[src/rtl/bds_pkg.sv]
package bds_pkg;
  typedef enum logic {
    LEN_SHORT = 1'b0,
    LEN_LONG  = 1'b1
  } ring_len_e;

  function automatic int last_slot(input ring_len_e m, input int short_len, input int long_len);
    return (m == LEN_LONG) ? long_len - 1 : short_len - 1;
  endfunction
endpackage

[src/rtl/bds_bit_ring.sv]
module bds_bit_ring
  import bds_pkg::*;
#(
  parameter int SHORT_LEN = 7,
  parameter int LONG_LEN  = 9,
  parameter int POS_W     = $clog2(LONG_LEN)
) (
  input  logic                clk,
  input  logic                rst_n,
  input  logic                run_en,
  input  logic                mode_nine,
  input  logic                bit_stb,
  output logic [POS_W-1:0]    pos_o,
  output logic [LONG_LEN-1:0] oh_o,
  output logic                sync_o,
  output logic                step_o,
  output logic                wrap_o
);
  localparam logic [POS_W-1:0] SHORT_LAST = POS_W'(SHORT_LEN - 1);
  localparam logic [POS_W-1:0] LONG_LAST  = POS_W'(LONG_LEN - 1);

  logic [POS_W-1:0] pos_q;
  ring_len_e        len_q;
  logic             take;
  logic             at_last;

  assign take    = run_en && bit_stb;
  assign at_last = (pos_q == ((len_q == LEN_LONG) ? LONG_LAST : SHORT_LAST));
  assign sync_o  = take && (pos_q == '0);
  assign step_o  = take && (pos_q != '0);
  assign wrap_o  = step_o && at_last;

  always_ff @(posedge clk or negedge rst_n) begin
    if (!rst_n) begin
      pos_q <= '0;
      len_q <= LEN_SHORT;
    end else if (!run_en) begin
      pos_q <= '0;
      len_q <= LEN_SHORT;
    end else if (bit_stb) begin
      if (pos_q == '0) begin
        len_q <= mode_nine ? LEN_LONG : LEN_SHORT;
        pos_q <= POS_W'(1);
      end else if (at_last) begin
        pos_q <= '0;
      end else begin
        pos_q <= pos_q + POS_W'(1);
      end
    end
  end

  for (genvar g = 0; g < LONG_LEN; g++) begin : g_oh
    assign oh_o[g] = (pos_q == POS_W'(g));
  end

  assign pos_o = pos_q;

  p_step_r1: assert property (@(posedge clk) disable iff (!rst_n)
    (take && !at_last) |=> (pos_q == $past(pos_q) + POS_W'(1)));
  p_wrap_r2: assert property (@(posedge clk) disable iff (!rst_n)
    (take && at_last && pos_q != '0) |=> (pos_q == '0));
  p_range_r2: assert property (@(posedge clk) disable iff (!rst_n)
    (len_q == LEN_SHORT && pos_q != '0) |-> (pos_q <= SHORT_LAST));
  p_len_hold_r3: assert property (@(posedge clk) disable iff (!rst_n)
    (run_en && !sync_o) |=> $stable(len_q));
  p_idle_r7: assert property (@(posedge clk) disable iff (!rst_n)
    (run_en && !bit_stb) |=> $stable(pos_q));
  p_onehot_r10: assert property (@(posedge clk) disable iff (!rst_n)
    $countones(oh_o) == 1);
endmodule

[src/rtl/bds_char_asm.sv]
module bds_char_asm #(
  parameter int DATA_W = 8,
  parameter int POS_W  = 4
) (
  input  logic              clk,
  input  logic              rst_n,
  input  logic              run_en,
  input  logic              read_gate,
  input  logic              bit_in,
  input  logic [POS_W-1:0]  pos_i,
  input  logic              sync_i,
  input  logic              step_i,
  input  logic              wrap_i,
  output logic              valid_o,
  output logic [DATA_W-1:0] data_o
);
  logic [DATA_W-1:0] sreg_q;
  logic [DATA_W-1:0] sreg_d;

  for (genvar g = 0; g < DATA_W; g++) begin : g_cell
    always_comb begin
      if (sync_i)
        sreg_d[g] = 1'b0;
      else if (step_i && pos_i == POS_W'(g + 1))
        sreg_d[g] = bit_in;
      else
        sreg_d[g] = sreg_q[g];
    end
  end

  always_ff @(posedge clk or negedge rst_n) begin
    if (!rst_n) begin
      sreg_q  <= '0;
      valid_o <= 1'b0;
      data_o  <= '0;
    end else if (!run_en) begin
      sreg_q  <= '0;
      valid_o <= 1'b0;
      data_o  <= '0;
    end else begin
      sreg_q  <= sreg_d;
      valid_o <= wrap_i && read_gate;
      if (wrap_i && read_gate)
        data_o <= sreg_d;
    end
  end

  p_pulse_r4: assert property (@(posedge clk) disable iff (!rst_n)
    valid_o |=> !valid_o);
  p_gate_r9: assert property (@(posedge clk) disable iff (!rst_n)
    (run_en && !read_gate) |=> ($stable(data_o) && !valid_o));
  p_sync_clear_r5: assert property (@(posedge clk) disable iff (!rst_n)
    (run_en && sync_i) |=> (sreg_q == '0));
endmodule

[src/rtl/bds_digit_ring.sv]
module bds_digit_ring #(
  parameter int DIGIT_LEN = 13,
  parameter int DIG_W     = $clog2(DIGIT_LEN)
) (
  input  logic                 clk,
  input  logic                 rst_n,
  input  logic                 run_en,
  input  logic                 adv_i,
  output logic [DIG_W-1:0]     pos_o,
  output logic [DIGIT_LEN-1:0] oh_o
);
  localparam logic [DIG_W-1:0] LAST = DIG_W'(DIGIT_LEN - 1);

  logic [DIG_W-1:0] pos_q;

  always_ff @(posedge clk or negedge rst_n) begin
    if (!rst_n)
      pos_q <= '0;
    else if (!run_en)
      pos_q <= '0;
    else if (adv_i)
      pos_q <= (pos_q == LAST) ? '0 : pos_q + DIG_W'(1);
  end

  for (genvar g = 0; g < DIGIT_LEN; g++) begin : g_oh
    assign oh_o[g] = (pos_q == DIG_W'(g));
  end

  assign pos_o = pos_q;

  p_adv_r6: assert property (@(posedge clk) disable iff (!rst_n)
    (run_en && adv_i && pos_q != LAST) |=> (pos_q == $past(pos_q) + DIG_W'(1)));
  p_turn_r6: assert property (@(posedge clk) disable iff (!rst_n)
    (run_en && adv_i && pos_q == LAST) |=> (pos_q == '0));
  p_hold_r7: assert property (@(posedge clk) disable iff (!rst_n)
    (run_en && !adv_i) |=> $stable(pos_q));
  p_onehot_r10: assert property (@(posedge clk) disable iff (!rst_n)
    $countones(oh_o) == 1);
endmodule

[src/rtl/bit_digit_sequencer.sv]
module bit_digit_sequencer #(
  parameter int SHORT_LEN = 7,
  parameter int LONG_LEN  = 9,
  parameter int DIGIT_LEN = 13,
  localparam int POS_W    = $clog2(LONG_LEN),
  localparam int DIG_W    = $clog2(DIGIT_LEN),
  localparam int DATA_W   = LONG_LEN - 1
) (
  input  logic                 clk,
  input  logic                 rst_n,
  input  logic                 run_en,
  input  logic                 read_gate,
  input  logic                 mode_nine,
  input  logic                 bit_stb,
  input  logic                 bit_in,
  output logic [POS_W-1:0]     bit_pos,
  output logic [LONG_LEN-1:0]  bit_oh,
  output logic                 char_valid,
  output logic [DATA_W-1:0]    char_data,
  output logic [DIG_W-1:0]     digit_pos,
  output logic [DIGIT_LEN-1:0] digit_oh
);
  logic sync_w;
  logic step_w;
  logic wrap_w;

  bds_bit_ring #(
    .SHORT_LEN(SHORT_LEN), .LONG_LEN(LONG_LEN), .POS_W(POS_W)
  ) u_bit_ring (
    .clk(clk), .rst_n(rst_n), .run_en(run_en), .mode_nine(mode_nine),
    .bit_stb(bit_stb), .pos_o(bit_pos), .oh_o(bit_oh),
    .sync_o(sync_w), .step_o(step_w), .wrap_o(wrap_w)
  );

  bds_char_asm #(
    .DATA_W(DATA_W), .POS_W(POS_W)
  ) u_char_asm (
    .clk(clk), .rst_n(rst_n), .run_en(run_en), .read_gate(read_gate),
    .bit_in(bit_in), .pos_i(bit_pos), .sync_i(sync_w), .step_i(step_w),
    .wrap_i(wrap_w), .valid_o(char_valid), .data_o(char_data)
  );

  bds_digit_ring #(
    .DIGIT_LEN(DIGIT_LEN), .DIG_W(DIG_W)
  ) u_digit_ring (
    .clk(clk), .rst_n(rst_n), .run_en(run_en), .adv_i(wrap_w),
    .pos_o(digit_pos), .oh_o(digit_oh)
  );

  p_clear_r8: assert property (@(posedge clk) disable iff (!rst_n)
    !run_en |=> (bit_pos == '0 && digit_pos == '0 && !char_valid && char_data == '0));
  p_valid_wrap_r4: assert property (@(posedge clk) disable iff (!rst_n)
    char_valid |-> (bit_pos == '0));
endmodule

[config.mk]
export PLATFORM = sky130hd
export DESIGN_NAME = bit_digit_sequencer
export DESIGN_NICKNAME = d
export VERILOG_FILES = /design/src/rtl/bds_pkg.sv /design/src/rtl/bds_bit_ring.sv /design/src/rtl/bds_char_asm.sv /design/src/rtl/bds_digit_ring.sv /design/src/rtl/bit_digit_sequencer.sv
export SDC_FILE = /design/constraint.sdc
export NUM_CORES = 1
export LEC_CHECK = 0
export BUFFER_PORTS_ARGS = -buffer_cell sky130_fd_sc_hd__buf_4
export CORE_UTILIZATION = 30
export CTS_CLUSTER_DIAMETER = 150
export CTS_CLUSTER_SIZE = 16
export DETAILED_ROUTE_END_ITERATION = 10
export SYNTH_ARGS = -nofsm -noshare
export SYNTH_HDL_FRONTEND = slang
export SYNTH_SLANG_ARGS = --single-unit
[constraint.sdc]
create_clock -name clk -period 2.1 [get_ports clk]
set_input_delay 0.105 -clock clk [delete_from_list [all_inputs] [get_ports clk]]
set_output_delay 0.105 -clock clk [all_outputs]
set_load 0.03 [all_outputs]
==> summary.md <==
| Metric | Value |
|---|---|
| Critical path class | `reg2reg` |
| CTS Buf Count | `3` |
| Nets | `218` |
| CP max-delay cell | `a2111o_1` |
| Clock Skew | `2.487 ps` |
| Area share of the largest cell type after synthesis | `44.18%` |
| I/O pins | `46` |
| Share of the yosys chip area belonging to registers | `44.18%` |
| Cell chain of the critical path | `nand4bb_1 -> a2111o_1 -> or3b_1 -> a21oi_1` |
| Synth cell count leaders | `dfrtp_1, inv_1, a21oi_1` |
| Core Region | `0.004723 mm²` |
| CTS resizes | `0` |
| Vias | `1303` |
| Nature of the critical path startpoint | `register` |
| Final Setup Violations | `0` |
| Clk slew on worst S/H paths | `80 ps` |
| DRT antenna net count | `0` |
| Worst path max stage delay | `480 ps` |
| Layout Cells excl Fill | `269` |
| Gr usage total | `14.80%` |
| Cells after synthesis | `153` |
| #FFs+latches synth | `26` |
| Status | `complete, no violations` |
| Top-count cell post-synth | `dfrtp_1` |
| Period minus WS final | `1836 ps` |
| Post-synth cell types | `34` |
| Leak | `0.9850 nW` |
| CP required | `2300 ps` |
| Gpl congestion | `0.8434` |
| Hold crit path type | `in2reg` |
| VDD IR-drop max | `0.0004057 V` |
| Final hold viol count | `0` |
| Mapped cell area | `0.001473 mm²` |
| Die Area | `0.005193 mm²` |
| Main synth FF type | `dfrtp_1` |
| DR WL/cell | `13.22 µm` |
| Fmax | `544.7 MHz` |
| Via-per-instance ratio | `4.844` |
| Bufs on Longest Clock Path | `2` |
| DP HPWL | `2.678 mm` |
| Synth-to-layout area growth | `33.81%` |
| CP max FO | `8` |
| Post-Syn Nets | `168` |
| Clock root cell | `clkbuf_8` |
| EDFF count, synth | `0` |
| Placed cell areas | `0.001906 mm²` |
| P per Cell Area | `471.7 mW/mm²` |
| Antenna violations before repair | `0` |
| Largest net degree at the start of global routing | `27` |
| Initial Util | `31.18%` |
| Num rows | `25` |
| CTS tree | `built` |
| First-pass GRT wire length | `6.058 mm` |
| Worst Hold Depth | `3` |
| Placed cell count | `264` |
| Routed WL | `3.557 mm` |
| Share of post-route cells with drive strength above 1 | `27.72%` |
| TritonRoute pass-1 iters | `4` |
| Worst Reg-to-Reg Cells | `4` |
| Buffers added on ports | `45` |
| WHS Endpoint | `u_bit_ring.len_q$_DFFE_PN0P_` |
| R2r startpoint | `u_bit_ring.pos_o[1]$_DFFE_PN0P_` |
| Worst r2r dst | `u_digit_ring.pos_o[2]$_DFFE_PN0P_` |
| Final Max Tran Viols | `0` |
| Number of global-route vias before repair | `1258` |
| Residual DRC | `0` |
| Post-synth top area cell | `dfrtp_1` |
| DIE HEIGHT | `72.07 µm` |
| FFs w/ async S/R, synth | `100.0%` |
| GRT overflow | `0` |
| Initial DRC count | `67` |
| Skew-Pair Late Insertion Delay | `270 ps` |
| Worst rel slew slack | `62.50%` |
| Critical Path End Type | `register` |
| Ys Warns | `0` |
| H-tree Lvls | `1` |
| Max Cap Viol | `0` |
| Synth top area cells | `dfrtp_1, ha_1, and2_1` |
| Min-Delay Startpoint | `mode_nine` |
| Sink Count | `26` |
| RSZ-0062 raised after global routing | `false` |
| Setup TNS | `0 ps` |
| R2r setup slk | `260 ps` |
| Final hold slack | `85.07 ps` |
| Synthesized area per cell | `9.625 µm²` |
| Fin crit share | `87.42%` |
| Critical Path AT | `2040 ps` |
| Post-route cell area | `0.001971 mm²` |
| Antenna cell count | `0` |
| Worst Max-Slew Pin Slew | `560.7 ps` |
| Chip width | `72.07 µm` |
## through the flow
stage	utilization, %	setup WS, ps	power (mW)
2_1_floorplan	-	230.1	0.5731
3_3_place_gp	40.34	323.1	0.6232
3_5_place_dp	40.34	290.7	0.6221
4_1_cts	41.72	257.0	0.9437
5_1_grt	41.72	94.39	0.9699
6_report	41.72	264.1	0.9295
## layer usage
| metal | routed length (µm) | GRT usage (%) |
|---|---|---|
| met2 | 1730 | 25.03 |
| met4 | 29 | 2.614 |
| met3 | 166 | 3.194 |
| met5 | 0 | 0 |
| met1 | 1630 | 19.72 |
## timing repair
item,in CTS,in global routing
buffers inserted,0,0
hold endpoints to repair,26,0
setup endpoints to repair,0,0
hold buffers,1,0
## cells in the final DEF (no fill, tap or decap), types with 4 or more instances in the layout
master,count
buf_4,49
dfrtp_1,26
inv_1,12
a21oi_1,11
nand3_1,10
and2_1,10
nor2_1,8
nor3_1,8
ha_1,8
o21ai_0,7
nand2_1,6
nand4_1,4
mux2i_1,4
mux2_1,4
clkbuf_8,4
## registers in the layout, indices dropped and copies added (netlist names)
name,count
u_char_asm.valid_o,1
u_digit_ring.pos_o,4
u_bit_ring.len_q,1
u_char_asm.data_o,8
u_char_asm.sreg_q,8
u_bit_ring.pos_o,4
## area by class of cell
type / instances / area, µm²
timing repair buffer: 50 / 377.9
sequential: 26 / 650.6
tap: 67 / 83.83
inverter: 13 / 48.80
fill: 494 / 2753
clock buffer: 4 / 55.05
multi-input combinational: 109 / 754.5
## power breakdown
| group | switching (mW) | total, mW | internal, mW |
|---|---|---|---|
| combinational | 0.0722 | 0.106 | 0.0335 |
| clock | 0.149 | 0.317 | 0.168 |
| sequential | 0.00345 | 0.507 | 0.504 |
## cells by family (layout without fill, tap and decap cells)
| family | after synthesis | count (layout) | synth area share [%] |
|---|---|---|---|
| flip-flops | 26 | 26 | 44.18 |
| AND/OR/NAND/NOR | 64 | 64 | 25.66 |
| adder cells (fa/ha/maj) | 8 | 8 | 6.797 |
| multiplexers | 9 | 9 | 6.542 |
| buffers and inverters | 18 | 67 | 4.588 |
| AO/OA/AOI/OAI | 28 | 28 | 12.23 |
## worst max-delay path by stage
stage	startpoint	to	slack, ps	cells past startpoint
after floorplan	u_bit_ring.pos_o[3]$_DFFE_PN0P_	u_digit_ring.pos_o[2]$_DFFE_PN0P_	230	4
after global placement	u_bit_ring.pos_o[1]$_DFFE_PN0P_	u_digit_ring.pos_o[2]$_DFFE_PN0P_	320	4
after global routing	u_bit_ring.pos_o[1]$_DFFE_PN0P_	u_char_asm.data_o[7]$_DFFE_PN0P_	90	6
after detailed placement	u_bit_ring.pos_o[1]$_DFFE_PN0P_	u_digit_ring.pos_o[2]$_DFFE_PN0P_	290	4
after CTS	u_bit_ring.pos_o[1]$_DFFE_PN0P_	u_digit_ring.pos_o[2]$_DFFE_PN0P_	260	4
final	u_bit_ring.pos_o[1]$_DFFE_PN0P_	u_digit_ring.pos_o[2]$_DFFE_PN0P_	260	4
## worst max-delay path, delay by kind of cell, from the launching register on
kind               cells  cell delay [ps]
and+or+nand+nor        2              670
AOI/OAI and AO/OA      2              630
DFF                    1              470
Note: power is estimated with default switching activity, not from simulation.
